$ cat src/rtl/mc_pkg.sv
// Package mc_pkg
// Shared constants and encodings for the multicycle datapath.
// Assumes a fixed 32-bit instruction format with 5-bit register fields.
package mc_pkg;
    localparam int XLEN = 32;
    localparam int RAW  = 5;
    localparam int IMMW = 16;

    typedef enum logic [2:0] {
        AOP_ADD  = 3'b000,
        AOP_SUB  = 3'b001,
        AOP_OR   = 3'b010,
        AOP_FUNC = 3'b100
    } alu_op_e;

    typedef enum logic [1:0] {
        OPB_REG  = 2'd0,
        OPB_FOUR = 2'd1,
        OPB_IMM  = 2'd2,
        OPB_IMM4 = 2'd3
    } opb_sel_e;

    typedef enum logic [1:0] {
        K_ADD,
        K_SUB,
        K_OR
    } alu_kind_e;

    localparam logic [5:0] FN_ADD = 6'h20;
    localparam logic [5:0] FN_SUB = 6'h22;
endpackage

$ cat src/rtl/mc_alu.sv
// Module mc_alu
// Combinational ALU with its own operation decode: class from alu_op,
// refined by the function field for register-register instructions.
// Assumes unknown classes and function codes fall back to add.
module mc_alu
    import mc_pkg::*;
#(
    parameter int W = 32
) (
    input  logic [W-1:0] op_a,
    input  logic [W-1:0] op_b,
    input  logic [2:0]   alu_op,
    input  logic [5:0]   funct,
    output logic [W-1:0] result,
    output logic         zero
);
    alu_kind_e kind;

    // Decode operation class and function field into one ALU operation.
    always_comb begin
        case (alu_op_e'(alu_op))
            AOP_SUB:  kind = K_SUB;
            AOP_OR:   kind = K_OR;
            AOP_FUNC: kind = (funct == FN_SUB) ? K_SUB : K_ADD;
            default:  kind = K_ADD;
        endcase
    end

    // Compute the result for the selected operation.
    always_comb begin
        case (kind)
            K_SUB:   result = op_a - op_b;
            K_OR:    result = op_a | op_b;
            default: result = op_a + op_b;
        endcase
    end

    assign zero = (result == '0);
endmodule

$ cat src/rtl/mc_regfile.sv
// Module mc_regfile
// General register file with two combinational read ports and one
// synchronous write port. Entry 0 is never written and reads as zero.
// Assumes a synchronous active-low reset that clears every entry.
module mc_regfile #(
    parameter int W    = 32,
    parameter int AW   = 5,
    localparam int NREG = 1 << AW
) (
    input  logic          clk,
    input  logic          rst_n,
    input  logic [AW-1:0] ra1,
    input  logic [AW-1:0] ra2,
    output logic [W-1:0]  rd1,
    output logic [W-1:0]  rd2,
    input  logic          we,
    input  logic [AW-1:0] wa,
    input  logic [W-1:0]  wd
);
    logic [W-1:0] regs [NREG];

    // Clear on reset, otherwise write any entry other than 0.
    always_ff @(posedge clk) begin
        if (!rst_n) begin
            for (int i = 0; i < NREG; i++) regs[i] <= '0;
        end else if (we && (wa != '0)) begin
            regs[wa] <= wd;
        end
    end

    assign rd1 = (ra1 == '0) ? '0 : regs[ra1];
    assign rd2 = (ra2 == '0) ? '0 : regs[ra2];

    // a write to a non-zero entry lands with the data presented.
    p_regwrite_r7: assert property (@(posedge clk) disable iff (!rst_n)
        (we && wa != '0) |=> (regs[$past(wa)] == $past(wd)));

    // a read of entry 0 returns zero even just after a write to it.
    p_r0_reads_zero_r8: assert property (@(posedge clk) disable iff (!rst_n)
        (we && wa == '0 && ra1 == '0) |=> ((ra1 != '0) || (rd1 == '0)));
endmodule

$ cat src/rtl/mc_memory.sv
// Module mc_memory
// Word-addressed unified memory for instructions and data. It has a gated
// combinational read and a synchronous write. Reset loads a parameter image.
// Assumes byte addresses. The low two bits and the bits above the index
// are ignored, so addresses wrap.
module mc_memory #(
    parameter int W     = 32,
    parameter int WORDS = 16,
    parameter logic [WORDS*W-1:0] INIT = '0,
    localparam int IW   = $clog2(WORDS)
) (
    input  logic         clk,
    input  logic         rst_n,
    input  logic [W-1:0] addr,
    input  logic         rd_en,
    input  logic         wr_en,
    input  logic [W-1:0] wdata,
    output logic [W-1:0] rdata
);
    logic [W-1:0]  mem [WORDS];
    logic [IW-1:0] idx;
    logic          unused_addr_bits;

    assign idx              = addr[IW+1:2];
    assign unused_addr_bits = ^{addr[W-1:IW+2], addr[1:0]};

    // Load the image on reset, otherwise store on a write strobe.
    always_ff @(posedge clk) begin
        if (!rst_n) begin
            for (int i = 0; i < WORDS; i++) mem[i] <= INIT[i*W +: W];
        end else if (wr_en) begin
            mem[idx] <= wdata;
        end
    end

    assign rdata = rd_en ? mem[idx] : '0;

    // a store leaves the written word in the addressed slot.
    p_store_r13: assert property (@(posedge clk) disable iff (!rst_n)
        wr_en |=> (mem[$past(idx)] == $past(wdata)));
endmodule

$ cat src/rtl/mc_datapath.sv
// Module mc_datapath
// Multicycle datapath: program counter, staging registers, operand
// multiplexers, register file, unified memory and ALU, all steered by
// externally supplied per-step control lines.
// Assumes a controller outside this block sequences the steps and that
// reset is synchronous and active low.
module mc_datapath
    import mc_pkg::*;
#(
    parameter int MEM_WORDS = 16,
    parameter logic [MEM_WORDS*XLEN-1:0] MEM_INIT = '0
) (
    input  logic       clk,
    input  logic       rst_n,
    input  logic       pc_wr,
    input  logic       pc_wr_cond,
    input  logic       addr_sel,
    input  logic       mem_rd,
    input  logic       mem_wr,
    input  logic       ir_wr,
    input  logic       wb_sel,
    input  logic       pc_src,
    input  logic [2:0] alu_op,
    input  logic       opa_sel,
    input  logic [1:0] opb_sel,
    input  logic       rf_wr,
    input  logic       dst_sel,
    input  logic       sext,
    output logic [5:0] opcode,
    output logic [5:0] funct,
    output logic       zero
);
    localparam int EXTW = XLEN - IMMW;

    logic [XLEN-1:0] pc_q, ir_q, a_q, b_q, aluout_q, mdr_q;
    logic [XLEN-1:0] mem_addr, mem_rdata;
    logic [XLEN-1:0] rf_rd1, rf_rd2, rf_wd;
    logic [XLEN-1:0] imm_ext, opa, opb, alu_res, pc_next;
    logic [RAW-1:0]  f_rs, f_rt, f_rd, rf_wa;
    logic [IMMW-1:0] f_imm;
    logic            pc_load;

    assign f_rs   = ir_q[25:21];
    assign f_rt   = ir_q[20:16];
    assign f_rd   = ir_q[15:11];
    assign f_imm  = ir_q[IMMW-1:0];
    assign opcode = ir_q[31:26];
    assign funct  = ir_q[5:0];

    assign mem_addr = addr_sel ? aluout_q : pc_q;

    mc_memory #(
        .W     (XLEN),
        .WORDS (MEM_WORDS),
        .INIT  (MEM_INIT)
    ) u_mem (
        .clk   (clk),
        .rst_n (rst_n),
        .addr  (mem_addr),
        .rd_en (mem_rd),
        .wr_en (mem_wr),
        .wdata (b_q),
        .rdata (mem_rdata)
    );

    assign rf_wa = dst_sel ? f_rd : f_rt;
    assign rf_wd = wb_sel ? mdr_q : aluout_q;

    mc_regfile #(
        .W  (XLEN),
        .AW (RAW)
    ) u_rf (
        .clk   (clk),
        .rst_n (rst_n),
        .ra1   (f_rs),
        .ra2   (f_rt),
        .rd1   (rf_rd1),
        .rd2   (rf_rd2),
        .we    (rf_wr),
        .wa    (rf_wa),
        .wd    (rf_wd)
    );

    // Extend the 16-bit immediate; the fill width is derived from XLEN.
    generate
        if (EXTW > 0) begin : g_ext
            assign imm_ext = {{EXTW{sext & f_imm[IMMW-1]}}, f_imm};
        end else begin : g_noext
            assign imm_ext = f_imm[XLEN-1:0];
        end
    endgenerate

    // Select the first ALU operand.
    assign opa = opa_sel ? a_q : pc_q;

    // Select the second ALU operand.
    always_comb begin
        case (opb_sel_e'(opb_sel))
            OPB_REG:  opb = b_q;
            OPB_FOUR: opb = XLEN'(4);
            OPB_IMM:  opb = imm_ext;
            default:  opb = imm_ext << 2;
        endcase
    end

    mc_alu #(
        .W (XLEN)
    ) u_alu (
        .op_a   (opa),
        .op_b   (opb),
        .alu_op (alu_op),
        .funct  (funct),
        .result (alu_res),
        .zero   (zero)
    );

    assign pc_load = pc_wr | (pc_wr_cond & zero);
    assign pc_next = pc_src ? aluout_q : alu_res;

    // Program counter: cleared on reset, written on a qualified strobe.
    always_ff @(posedge clk) begin
        if (!rst_n)       pc_q <= '0;
        else if (pc_load) pc_q <= pc_next;
    end

    // Instruction register: loads only when its enable is high.
    always_ff @(posedge clk) begin
        if (!rst_n)     ir_q <= '0;
        else if (ir_wr) ir_q <= mem_rdata;
    end

    // Staging latches: free-running, reloaded on every clock edge.
    always_ff @(posedge clk) begin
        if (!rst_n) begin
            a_q      <= '0;
            b_q      <= '0;
            aluout_q <= '0;
            mdr_q    <= '0;
        end else begin
            a_q      <= rf_rd1;
            b_q      <= rf_rd2;
            aluout_q <= alu_res;
            mdr_q    <= mem_rdata;
        end
    end

    // with no qualified strobe the program counter holds.
    p_pc_hold_r10: assert property (@(posedge clk) disable iff (!rst_n)
        (!pc_wr && !(pc_wr_cond && zero)) |=> $stable(pc_q));

    // a sequential update takes the live ALU result.
    p_pc_seq_r9: assert property (@(posedge clk) disable iff (!rst_n)
        (pc_wr && !pc_src) |=> (pc_q == $past(alu_res)));

    // a taken conditional update takes the latched target.
    p_pc_branch_r9: assert property (@(posedge clk) disable iff (!rst_n)
        (pc_wr_cond && zero && pc_src) |=> (pc_q == $past(aluout_q)));

    // the instruction register holds without its enable.
    p_ir_hold_r3: assert property (@(posedge clk) disable iff (!rst_n)
        !ir_wr |=> $stable(ir_q));

    // the result latch follows the ALU on every cycle.
    p_aluout_r11: assert property (@(posedge clk) disable iff (!rst_n)
        rst_n |=> (aluout_q == $past(alu_res)));

    // the data latch follows the memory read on every cycle.
    p_mdr_r11: assert property (@(posedge clk) disable iff (!rst_n)
        rst_n |=> (mdr_q == $past(mem_rdata)));
endmodule

$ cat config.mk
export PLATFORM = sky130hd
export DESIGN_NAME = mc_datapath
export DESIGN_NICKNAME = d
export VERILOG_FILES = /design/src/rtl/mc_pkg.sv /design/src/rtl/mc_alu.sv /design/src/rtl/mc_regfile.sv /design/src/rtl/mc_memory.sv /design/src/rtl/mc_datapath.sv
export SDC_FILE = /design/constraint.sdc
export NUM_CORES = 2
export LEC_CHECK = 0
export BUFFER_PORTS_ARGS = -buffer_cell sky130_fd_sc_hd__buf_2
export CAP_MARGIN = 20
export CORE_ASPECT_RATIO = 2
export CORE_MARGIN = 2
export CORE_UTILIZATION = 39
export CTS_CLUSTER_DIAMETER = 40
export CTS_CLUSTER_SIZE = 28
export DETAILED_ROUTE_END_ITERATION = 8
export HOLD_SLACK_MARGIN = 0.12
export SLEW_MARGIN = 20
export SYNTH_ARGS = -nofsm -noshare
export SYNTH_HDL_FRONTEND = slang
export SYNTH_SLANG_ARGS = --single-unit
$ cat constraint.sdc
create_clock -name clk -period 7.6 [get_ports clk]
set_clock_uncertainty 0.1 [all_clocks]
set_input_delay 1.14 -clock clk [delete_from_list [all_inputs] [get_ports clk]]
set_output_delay 1.14 -clock clk [all_outputs]
set_load 0.01 [all_outputs]
==> results.json <==
{
  "r2r_slack_ps": 1560,
  "vias": 61300,
  "cts_buffers": 140,
  "grt_pass1_wl_mm": 443,
  "port_buffers": 31,
  "fin_tns_setup_ps": 0,
  "worst_slew_pin_slew_ps": 1260,
  "p_per_area_nw_per_um2": 295,
  "critPathKind": "in -> out",
  "regArea_um2": 50000,
  "outcome": "complete, no violations",
  "utilization_pct": 44.1,
  "drc": 0,
  "start_kind": "input pin",
  "antenna_found_initial": 11,
  "place_ws_ps": -419,
  "hold_path_class": "reg -> reg",
  "drt-initial-drc-count": 6809,
  "vias_per_cell": 6.07,
  "ant_nets": 0,
  "min_period_over_period_pct": 98.8,
  "nets": 7095,
  "synth_edf_count": 1536,
  "first_global_vias": 62800,
  "slew_violations": 0,
  "firstDrtPassIters": 6,
  "rows": 244,
  "cts_htree_levels": 4,
  "power.internal_uw": 18400,
  "synthArstFlopShare_pct": 0,
  "cts.path.max_buffers": 4,
  "ys_seq_elements": 1728,
  "power.leakage_uw": 0.0329,
  "clock-sinks": 1728,
  "peakVddDrop_mv": 0.180,
  "endpoint": "zero",
  "ioPinCount": 32,
  "grt.overflow.total": 0,
  "gp_congestion": 0.942,
  "ys_types": 86,
  "holdPathStages": 2,
  "required_ps": 6360,
  "synth_ff_type": "edfxtp_1",
  "p_sw_share_pct": 35.9,
  "start_util_pct": 39.1,
  "worstPathCellList": "buf_6, or2_4, a2bb2oi_1, or4_4, nor4_4, buf_4, buf_6, nor2_1, xor2_1, ha_1, buf_6, and4_4, and3_4, a2111o_1, nand2b_4, nor2_4, o21a_1, or4b_4, nor4_4, nand3_2, nor2_4, buf_6, buf_6",
  "clkPwrFrac_pct": 27.0,
  "cap_viol_max_count": 0,
  "dieArea_um2": 225000,
  "p_switching_uw": 10300,
  "mostFrequentLayoutCells": "edfxtp_1 (1536), nor2_1 (1210), nand2_1 (823)",
  "fillCellCount": 20200,
  "finalCriticalPeriod_ps": 7510,
  "cts_tree": "built",
  "hpwl_mm": 204,
  "finalHoldViolCount": 0,
  "cp-end-kind": "output pin",
  "path_common_cell": "buf_6",
  "yosysSeqAreaShare_pct": 58.0,
  "dpl-instance-area_um2": 91800,
  "grt_max_degree": 132,
  "regToRegStartpoint": "b_q[10]$_SDFF_PP0_",
  "totalWireLength_mm": 314,
  "syn_area_per_cell_um2": 12.1,
  "comb_power_share_pct": 32.9,
  "p_seq_share_pct": 40.1,
  "fin_area_um2": 97100,
  "yosysWarnings": 0,
  "cp_max_fo": 8,
  "final_common_cell": "edfxtp_1",
  "core_um2": 220000,
  "root_buffer": "clkbuf_16",
  "syn_area_um2": 86200,
  "area_growth_pct": 12.6,
  "clkLatencyLatePin_ps": 830,
  "cp_slowest_cell": "or4_4",
  "worst_r2r_path_depth": 25,
  "ctsHoldBuffers": 0,
  "finalSetupViolCount": 0,
  "timing.slew.headroom_pct": 13.5,
  "drive_gt1_share_pct": 19.6,
  "wl_per_cell_um": 31.1,
  "grt_usage_pct": 27.6,
  "arrival_ps": 6270,
  "netlist_instances": 7096,
  "finalWorstSetupSlack_ps": 90.0,
  "dieHeight_um": 669,
  "critPathMaxStageDelay_ps": 560,
  "fmax_mhz": 133,
  "clk_pin_slew_worst_paths_ps": 70,
  "startpoint": "opb_sel[1]",
  "r2r-end": "pc_q[8]$_SDFFE_PN0P_",
  "multiInputGateArea_um2": 34700,
  "die_w_um": 336
}
sequential cells by signal, summed over array words and instances (netlist names):
| name | count |
|---|---|
| mdr_q | 32 |
| u_rf.regs | 1024 |
| aluout_q | 32 |
| u_mem.mem | 512 |
| a_q | 32 |
| pc_q | 32 |
| b_q | 32 |
| ir_q | 32 |
critical path: cells and delay by family:
kind            cells  cell delay, ps
compound gates      3             800
fa+ha+maj           1             380
buf+inv             6             800
simple gates       12            2960
xor+xnor            1             140
layout make-up:
| type | count | share of cell area, % |
|---|---|---|
| tap | 2952 | 3.80 |
| sequential | 1728 | 51.5 |
| antenna | 5 | 0.0129 |
| clock inverter | 86 | 1.01 |
| inverter | 50 | 0.205 |
| clock buffer | 156 | 3.80 |
| timing repair buffer | 453 | 3.91 |
| multi-input combinational | 4669 | 35.8 |
what timing repair did:
| item | 4_1_cts | 5_1_grt |
|---|---|---|
| setup endpoints to repair | 1 | 1 |
| setup buffers | 4 | 5 |
| pin swaps | 12 | 29 |
| resized for setup | 28 | 65 |
worst min path at each step:
stage	slack, ps	end	startpoint
floorplan	330	pc_q[31]$_SDFFE_PN0P_	pc_q[31]$_SDFFE_PN0P_
global placement	340	pc_q[25]$_SDFFE_PN0P_	pc_q[25]$_SDFFE_PN0P_
detailed placement	350	pc_q[24]$_SDFFE_PN0P_	pc_q[24]$_SDFFE_PN0P_
CTS	360	pc_q[24]$_SDFFE_PN0P_	pc_q[24]$_SDFFE_PN0P_
global route	380	pc_q[25]$_SDFFE_PN0P_	pc_q[25]$_SDFFE_PN0P_
finish	360	pc_q[24]$_SDFFE_PN0P_	pc_q[24]$_SDFFE_PN0P_
cell families after synthesis:
| logic type | count (synthesis) | share of synthesized area, % |
|---|---|---|
| compound gates | 685 | 5.60 |
| fa+ha+maj | 34 | 0.502 |
| mux | 812 | 16.2 |
| buf+inv | 730 | 3.31 |
| other cells | 1 | 0.00435 |
| simple gates | 3064 | 15.9 |
| xor+xnor | 42 | 0.443 |
| flops | 1728 | 58.0 |
power groups by stage:
stage / clock [uW] / sequential, uW / combinational, uW
finish: 7740 / 11500 / 9450
CTS: 7820 / 11500 / 9080
detailed placement: 0 / 11700 / 8980
global route: 8100 / 11500 / 9890
floorplan: 0 / 11300 / 5210
global placement: 0 / 11700 / 8910
cells in the mapped netlist (28+ instances only):
cell type	n	share of area, %
o22ai_1	45	0.33
buf_1	90	0.39
a21oi_1	166	0.96
o21ai_0	80	0.46
and3_1	74	0.54
a31oi_1	46	0.33
dfxtp_1	192	4.5
mux2_2	36	0.47
inv_1	47	0.20
a311oi_1	112	1.1
edfxtp_1	1536	54
nand3_1	148	0.86
nand2_1	879	3.8
a221oi_1	47	0.48
mux4_2	466	12
nor3_1	65	0.38
and2_1	566	4.1
a2111oi_0	28	0.28
ha_1	33	0.48
o221ai_1	31	0.31
clkbuf_1	559	2.4
nor2_1	1234	5.4
mux2i_1	307	3.6
through the flow:
step	hold WS (ps)	power (uW)	cells
global placement	342	20600	9833
global route	381	29500	10100
CTS	360	28400	10100
detailed placement	349	20700	9838
finish	360	28700	10100
floorplan	334	16500	7127
metal layers:
| layer | vias to the layer above | global-route usage (%) | wire length (um) |
|---|---|---|---|
| met2 | 3373 | 50.0 | 163000 |
| met3 | 1198 | 3.48 | 22000 |
| met5 | - | 0 | 65 |
| met1 | 30900 | 28.0 | 96800 |
| li1 | 25800 | - | - |
| met4 | 10 | 23.3 | 31200 |
No activity file was read; power rests on OpenSTA's default activity.
